==> config.mk <==
export PLATFORM = sky130hd
export DESIGN_NAME = mpc_unit
export DESIGN_NICKNAME = d
export VERILOG_FILES = /design/src/rtl/mpc_pkg.sv /design/src/rtl/mpc_rst_sync.sv /design/src/rtl/mpc_lane_enable.sv /design/src/rtl/mpc_prefix_count.sv /design/src/rtl/mpc_merge.sv /design/src/rtl/mpc_unit.sv
export SDC_FILE = /design/constraint.sdc
export NUM_CORES = 1
export LEC_CHECK = 0
export BUFFER_PORTS_ARGS = -buffer_cell sky130_fd_sc_hd__buf_4
export CAP_MARGIN = 20
export CORE_UTILIZATION = 50
export CTS_CLUSTER_SIZE = 28
export DETAILED_ROUTE_END_ITERATION = 10
export GPL_TIMING_DRIVEN = 0
export PLACE_DENSITY = 0.88
export SLEW_MARGIN = 20
export SYNTH_ARGS = -nofsm -noshare
export SYNTH_HDL_FRONTEND = slang
export SYNTH_SLANG_ARGS = --single-unit
==> constraint.sdc <==
create_clock -name clk -period 3.2 [get_ports clk]
set_clock_uncertainty 0.15 [all_clocks]
set_input_delay 0.16 -clock clk [delete_from_list [all_inputs] [get_ports clk]]
set_output_delay 0.16 -clock clk [all_outputs]
set_load 0.005 [all_outputs]
==> src/rtl/mpc_pkg.sv <==
package mpc_pkg;

  localparam int unsigned MPC_DEF_LANES = 16;

  // Width of one count field: holds 0..lanes inclusive.
  function automatic int unsigned cnt_width(input int unsigned lanes);
    return $clog2(lanes) + 1;
  endfunction

  // Width of the active-length input: holds 0..lanes inclusive.
  function automatic int unsigned len_width(input int unsigned lanes);
    return $clog2(lanes + 1);
  endfunction

endpackage

==> src/rtl/mpc_rst_sync.sv <==
module mpc_rst_sync (
  input  logic clk,
  input  logic rst_n,
  output logic rst_sync_n
);

  logic [1:0] sync_q;

  always_ff @(posedge clk or negedge rst_n) begin
    if (!rst_n) begin
      sync_q <= 2'b00;
    end else begin
      sync_q <= {sync_q[0], 1'b1};
    end
  end

  assign rst_sync_n = sync_q[1];

endmodule

==> src/rtl/mpc_lane_enable.sv <==
module mpc_lane_enable #(
  parameter int unsigned LANES = 16,
  parameter int unsigned LEN_W = 5
) (
  input  logic [LEN_W-1:0] vl,
  input  logic             mask_en,
  input  logic [LANES-1:0] mask_bits,
  output logic [LANES-1:0] count_en,
  output logic [LANES-1:0] write_en
);

  for (genvar i = 0; i < LANES; i++) begin : g_lane
    logic in_len;
    // Lane i is active when its index lies below the active length.
    assign in_len      = (vl > LEN_W'(i));
    assign count_en[i] = !mask_en || mask_bits[i];
    assign write_en[i] = in_len && count_en[i];
  end

endmodule

==> src/rtl/mpc_prefix_count.sv <==
module mpc_prefix_count #(
  parameter int unsigned LANES = 16,
  parameter int unsigned CNT_W = 5
) (
  input  logic [LANES-1:0]       hit,
  output logic [LANES*CNT_W-1:0] cnt
);

  logic [CNT_W-1:0] run [LANES];
  logic             unused_top_hit;

  // Exclusive running sum: lane i sees hits of lanes 0..i-1 only.
  assign run[0] = '0;

  for (genvar i = 1; i < LANES; i++) begin : g_step
    assign run[i] = run[i-1] + CNT_W'(hit[i-1]);
  end

  for (genvar i = 0; i < LANES; i++) begin : g_out
    assign cnt[i*CNT_W +: CNT_W] = run[i];
  end

  // The highest lane's hit feeds no lane above it.
  assign unused_top_hit = hit[LANES-1];

endmodule

==> src/rtl/mpc_merge.sv <==
module mpc_merge #(
  parameter int unsigned LANES = 16,
  parameter int unsigned CNT_W = 5
) (
  input  logic [LANES-1:0]       write_en,
  input  logic [LANES*CNT_W-1:0] fresh,
  input  logic [LANES*CNT_W-1:0] prior,
  output logic [LANES*CNT_W-1:0] merged
);

  for (genvar i = 0; i < LANES; i++) begin : g_lane
    assign merged[i*CNT_W +: CNT_W] = write_en[i] ? fresh[i*CNT_W +: CNT_W]
                                                  : prior[i*CNT_W +: CNT_W];
  end

endmodule

==> src/rtl/mpc_unit.sv <==
module mpc_unit #(
  parameter int unsigned MAX_VL = mpc_pkg::MPC_DEF_LANES,
  localparam int unsigned CNT_W = mpc_pkg::cnt_width(MAX_VL),
  localparam int unsigned VL_W  = mpc_pkg::len_width(MAX_VL),
  localparam int unsigned DST_W = MAX_VL * CNT_W
) (
  input  logic              clk,
  input  logic              rst_n,
  input  logic              start,
  input  logic [MAX_VL-1:0] src_bits,
  input  logic              src_ones,
  input  logic              mask_en,
  input  logic [MAX_VL-1:0] mask_bits,
  input  logic [VL_W-1:0]   vl,
  input  logic [DST_W-1:0]  old_dst,
  output logic [DST_W-1:0]  dst,
  output logic              done
);

  logic              rst_sync_n;
  logic [MAX_VL-1:0] count_en;
  logic [MAX_VL-1:0] write_en;
  logic [MAX_VL-1:0] eff_src;
  logic [MAX_VL-1:0] hit;
  logic [DST_W-1:0]  fresh;
  logic [DST_W-1:0]  merged;
  logic [DST_W-1:0]  dst_d;
  logic [DST_W-1:0]  dst_q;
  logic              done_d;
  logic              done_q;

  mpc_rst_sync u_rst_sync (
    .clk        (clk),
    .rst_n      (rst_n),
    .rst_sync_n (rst_sync_n)
  );

  mpc_lane_enable #(
    .LANES (MAX_VL),
    .LEN_W (VL_W)
  ) u_lane_enable (
    .vl        (vl),
    .mask_en   (mask_en),
    .mask_bits (mask_bits),
    .count_en  (count_en),
    .write_en  (write_en)
  );

  assign eff_src = src_ones ? {MAX_VL{1'b1}} : src_bits;
  assign hit     = eff_src & count_en;

  mpc_prefix_count #(
    .LANES (MAX_VL),
    .CNT_W (CNT_W)
  ) u_prefix (
    .hit (hit),
    .cnt (fresh)
  );

  mpc_merge #(
    .LANES (MAX_VL),
    .CNT_W (CNT_W)
  ) u_merge (
    .write_en (write_en),
    .fresh    (fresh),
    .prior    (old_dst),
    .merged   (merged)
  );

  // Next-state logic
  always_comb begin
    dst_d  = dst_q;
    done_d = 1'b0;
    if (start) begin
      dst_d  = merged;
      done_d = 1'b1;
    end
  end

  // State registers
  always_ff @(posedge clk or negedge rst_sync_n) begin
    if (!rst_sync_n) begin
      dst_q  <= '0;
      done_q <= 1'b0;
    end else begin
      done_q <= done_d;
      if (start) begin
        dst_q <= dst_d;
      end
    end
  end

  assign dst  = dst_q;
  assign done = done_q;

endmodule

==> summary.txt, run 1 <==
Run status
  – Status: stopped before the end
  – Last stage reached: 5_1_grt
  – Tool Error: [ERROR GRT-0232] Routing congestion too high. Check the congestion heatmap in the GUI.

Yosys
  – Mean Syn Cell Area: 9.171 µm²
  – Total number of yosys warnings: 0
  – Async set-reset flop share out of synthesis: between 90% and 100%
  – Cells after Synth: approximately 590
  – Top-area cell type share of the netlist area: a little under two fifths
  – Top cells by instance count after synthesis: nor2_1, dfrtp_1, a21oi_1, mux2i_1, nand2_1
  – Register area share after synthesis: between 30% and 40%
  – Synth unique cells: 57
  – Top-count cell post-synth: nor2_1
  – Top cells by area, synth: dfrtp_1, mux2i_1, nor2_1, ha_1, a21oi_1
  – Net count after synthesis: ~740
  – Post-Syn Area: around 5400 µm²
  – Post-synth top flop: dfrtp_1
  – Largest area contributor in the netlist: dfrtp_1
  – EDFF count, synth: 0
  – #FFs+latches synth: between 80 and 90

Clock tree
  – CTS Sinks: just over 80
  – Root Buffer: clkbuf_8
  – Cts bufs inserted: 9
  – Max Root-Sink Buffers: 2
  – H-tree depth: 3

Placed design
  – Place WS: -2701 ps
  – Routability cong.: 0.8945
  – Post-DP HPWL: 13940 µm
  – PortBufs: 197

Floorplan
  – Core Rows: 37
  – Die H: 106.2 µm
  – Initial Util: 52.12%
  – Ports: ~200
  – Die width: ~110 µm

Global routing
  – Largest net degree at the start of global routing: 46
  – Aggregate global-route resource usage: 75.42%
  – Grt total ovfl: 3

Timing
  – Worst ep type: sequential cell input
  – Post-GRT worst EP: dst[79]$_DFFE_PN0P_/D
-- cell families after synthesis --
logic type	after synthesis	synth area share [%]
mux	57	10.67
fa+ha+maj	25	5.762
flops	83	38.26
buf+inv	41	2.881
other cells	1	0.06907
xor+xnor	55	10.86
simple gates	191	15.19
compound gates	139	16.32
-- metrics by stage --
step                      cell area [µm²]  std cells
after global placement               7584        925
after CTS                            9438       1077
after floorplan                      5934        592
after detailed placement             7615        926
-- layer usage --
metal | overflow | global-route usage, %
met5 | 0 | 15.24
met4 | 2 | 77.18
met3 | 0 | 60.76
met2 | 1 | 91.79
met1 | 0 | 75.21
-- repair_timing --
item | 4_1_cts
endpoints found under the setup margin | 39
pin swaps | 58
setup buffers | 71
hold buffers | 67
endpoints found under the hold margin | 67
gates resized for setup | 82
==> run 2: changes to the inputs <==
--- a/config.mk
+++ b/config.mk
@@ -7,11 +7,10 @@
 export LEC_CHECK = 0
 export BUFFER_PORTS_ARGS = -buffer_cell sky130_fd_sc_hd__buf_4
 export CAP_MARGIN = 20
-export CORE_UTILIZATION = 50
-export CTS_CLUSTER_SIZE = 28
+export CORE_UTILIZATION = 40
 export DETAILED_ROUTE_END_ITERATION = 10
 export GPL_TIMING_DRIVEN = 0
-export PLACE_DENSITY = 0.88
+export PLACE_DENSITY_LB_ADDON = 0.15
 export SLEW_MARGIN = 20
 export SYNTH_ARGS = -nofsm -noshare
 export SYNTH_HDL_FRONTEND = slang
==> run 2 against run 1 <==
The flow now finishes, with violations (hold timing, setup timing); synthesized area unchanged; synthesized cell count did not move.
==> summary.txt, run 2 <==
Clock tree
  – Cts bufs inserted: 9
  – CTS Sinks: just over 80
  – CTS tree: done
  – H-tree depth: 3
  – Worst-skew pair later-pin latency: 360 ps
  – Worst-path clk slew: roughly 70 ps
  – Max Root-Sink Buffers: 2
  – Root Buffer: clkbuf_16

Yosys
  – Total number of yosys warnings: 0
  – Simple-gate area share of the yosys netlist: 15.19%
  – Net count after synthesis: 739
  – Post-Syn Area: roughly 5400 µm²
  – EDFF count, synth: 0
  – Top cells by instance count after synthesis: nor2_1, dfrtp_1, a21oi_1, mux2i_1, nand2_1
  – Top-count cell post-synth: nor2_1
  – Register area share after synthesis: between 30% and 40%
  – Largest area contributor in the netlist: dfrtp_1
  – Async set-reset flop share out of synthesis: 100.0%
  – Mux cell area share after synthesis: between 10% and 20%
  – Compound-Gate Fraction of Synth Area: between 10% and 20%
  – Post-synth top flop: dfrtp_1
  – Largest family of logic cells by synthesized area: compound AO/OA/AOI/OAI gates
  – Synth Area in XOR/XNOR: a little over a tenth
  – Synth unique cells: 57
  – #FFs+latches synth: 83
  – Top cells by area, synth: dfrtp_1, mux2i_1, nor2_1, ha_1, a21oi_1
  – Adder-cell share of the synthesized area: 5.762%
  – Mean Syn Cell Area: 9.171 µm²
  – Cells after Synth: approximately 600
  – Top-area cell type share of the netlist area: 38.26%

Floorplan
  – Die ar.: ~14000 µm²
  – Ports: roughly 200
  – Die H: 118.5 µm
  – CORE AREA: about 13000 µm²
  – Initial Util: between 40% and 50%
  – Core Rows: 42
  – Die width: between 100 and 150 µm

Power and ir drop
  – Sw frac: between 40% and 50%
  – Power per standard cell area: approximately 1500 nW/µm²
  – Clock power share: 8.3%
  – P_sw: approximately 5.7 mW
  – Pwr Total: 13.96 mW
  – Peak VDD IR: 1437 µV
  – Seq pwr share: ~11%
  – Combinational Power Share: 80.5%
  – P_leak: around 4.5 nW
  – Pint: between 8 and 9 mW

Routing
  – Vias/cell: 5.248
  – Avg WL per Cell: 18.70 µm
  – ANT nets after route: 0
  – Drt pass-1 iters: 4
  – Vias post-DR: around 5800
  – Drt total wl: around 21000 µm
  – Initial DRC Count: 272
  – DR DRC count: 0

Global routing
  – Number of global-route vias before repair: 6162
  – First-pass GRT wire length: approximately 32000 µm
  – Antenna violations before repair: 0
  – Aggregate global-route resource usage: 29.68%
  – Grt total ovfl: 0
  – Largest net degree at the start of global routing: 49

Timing
  – Fin crit share: 160.9%
  – Final WS setup: -1948 ps
  – Peak Freq: 194.2 MHz
  – Max-slew violations: 0
  – Hold slack: -8.327 ps
  – Finish-stage setup viols: 35
  – Period minus WS final: between 5000 and 6000 ps
  – RSZ-0062 raised after global routing: true
  – Worst slew margin: a little under half
  – Fin. Hold Viols: 1
  – Worst-margin pin slew: slightly above 800 ps
  – TNS Setup: -33840 ps

Min path
  – Hold Crit Depth: 3
  – Hold Crit Start: old_dst[35]
  – Hold EP: dst[35]
  – Worst hold path class: in2reg

Critical path
  – FF-to-FF Start: u_rst_sync.sync_q[1]
  – Crit path DAT: about 5300 ps
  – Worst setup path class: in2reg
  – Reg2Reg Depth: 1
  – CP Data Required Time: ~3300 ps
  – Setup slack, reg-to-reg: 2140 ps
  – Crit path capture type: register
  – CP max FO: 4
  – Startpoint Class: primary input
  – Critical R2R Capture: dst[42]

Placed design
  – Cells after DPL: between 900 and 1000
  – Routability cong.: between 0.8 and 0.9
  – PortBufs: 197
  – Post-DP HPWL: ~14000 µm

Cells and area
  – Antenna Cells: 0
  – Commonest non-fill, non-tap cell in the layout: buf_4
  – # nets final: approximately 1100
  – Final cell count without fillers: 1111
  – Most frequent cells in the layout: buf_4, nor2_1, dfrtp_1, dlygate4sd3_1, a21oi_1
  – Layout Area Growth over Synthesis: 77.16%
  – Fin util: between 70 and 80%
  – Max reg flops: 80
  – Layout cell share with drive strength beyond 1: between 40% and 50%

Run
  – Max_cap viols: 0

Run status
  – Status: complete, but fails checks
  – Failing checks: hold timing, setup timing
[run 2: cell counts after synthesis]
Identical to the previous run, type by type.
[run 2: cell type report]
class,count,area [µm²]
buffer,28,177.7
clock buffer,11,242.7
clock inverter,5,86.33
fill,976,3625
inverter,12,71.32
multi-input combinational,468,3994
sequential,83,2081
tap,176,220.2
timing repair buffer,328,2745
[run 2: through the flow]
| step | instance area (µm²) | setup WS, ps |
|---|---|---|
| floorplan | 5934 | -1976 |
| global placement | 7634 | -2591 |
| detailed placement | 7671 | -2638 |
| CTS | 9313 | -1802 |
| global route | 9618 | -2110 |
| finish | 9618 | -1948 |
[run 2: repair_timing]
action                                  in CTS  in global routing
pin swaps                                   46                 31
resized for setup                           49                 33
buffers inserted                            44                 20
endpoints found under the hold margin       67                  0
hold buffers                                67                  0
endpoints found under the setup margin      39                 39
[run 2: metal layers]
metal / part of all wire, % / global-route usage (%) / vias up
met3: 6.3 / 6.612 / 38
li1: - / - / 2749
met5: 0 / 0 / -
met4: 2.3 / 11.71 / 0
met1: 40 / 35.05 / 2830
met2: 52 / 52.21 / 214
[run 2: power by group through the flow]
stage | Clock, mW | Combinational [mW] | Sequential, mW
final | 1.17 | 11.2 | 1.56
after global routing | 1.23 | 11.9 | 1.60
after CTS | 1.18 | 9.54 | 1.56
after detailed placement | 0 | 6.52 | 1.57
after global placement | 0 | 6.39 | 1.57
after floorplan | 0 | 4.81 | 1.58
[run 2: worst max path at each step]
stage / start / endpoint / slack (ps) / cells after the start
global route: mask_en / dst[79] / -2110 / 26
finish: mask_en / dst[79] / -1950 / 26
CTS: mask_en / dst[79] / -1800 / 26
floorplan: mask_en / dst[79] / -1980 / 25
global placement: mask_en / dst[79] / -2590 / 26
detailed placement: mask_en / dst[79] / -2640 / 26
[run 2: kinds of logic after synthesis]
logic type | after synthesis
multiplexers | 57
AND/OR/NAND/NOR | 191
buffers and inverters | 41
adder cells (fa/ha/maj) | 25
AO/OA/AOI/OAI | 139
other | 1
flip-flops | 83
XOR/XNOR | 55
[run 2: worst max-delay path: stages]
cell and delay [ps]:
buf_12 120, clkinv_16 50, clkbuf_16 120, o22ai_4 60, xnor2_2 250, ha_4 260, ha_4 250, ha_4 290
ha_4 210, ha_4 280, ha_4 210, ha_4 280, ha_4 200, ha_4 280, ha_4 200, ha_4 160
xor2_1 160, xnor2_1 250, xnor2_2 150, ha_4 300, ha_4 150, nand3b_1 140, o221ai_2 220, o21ai_1 120
xor2_1 160, o311ai_2 200
(Power assumes the default switching activity.)
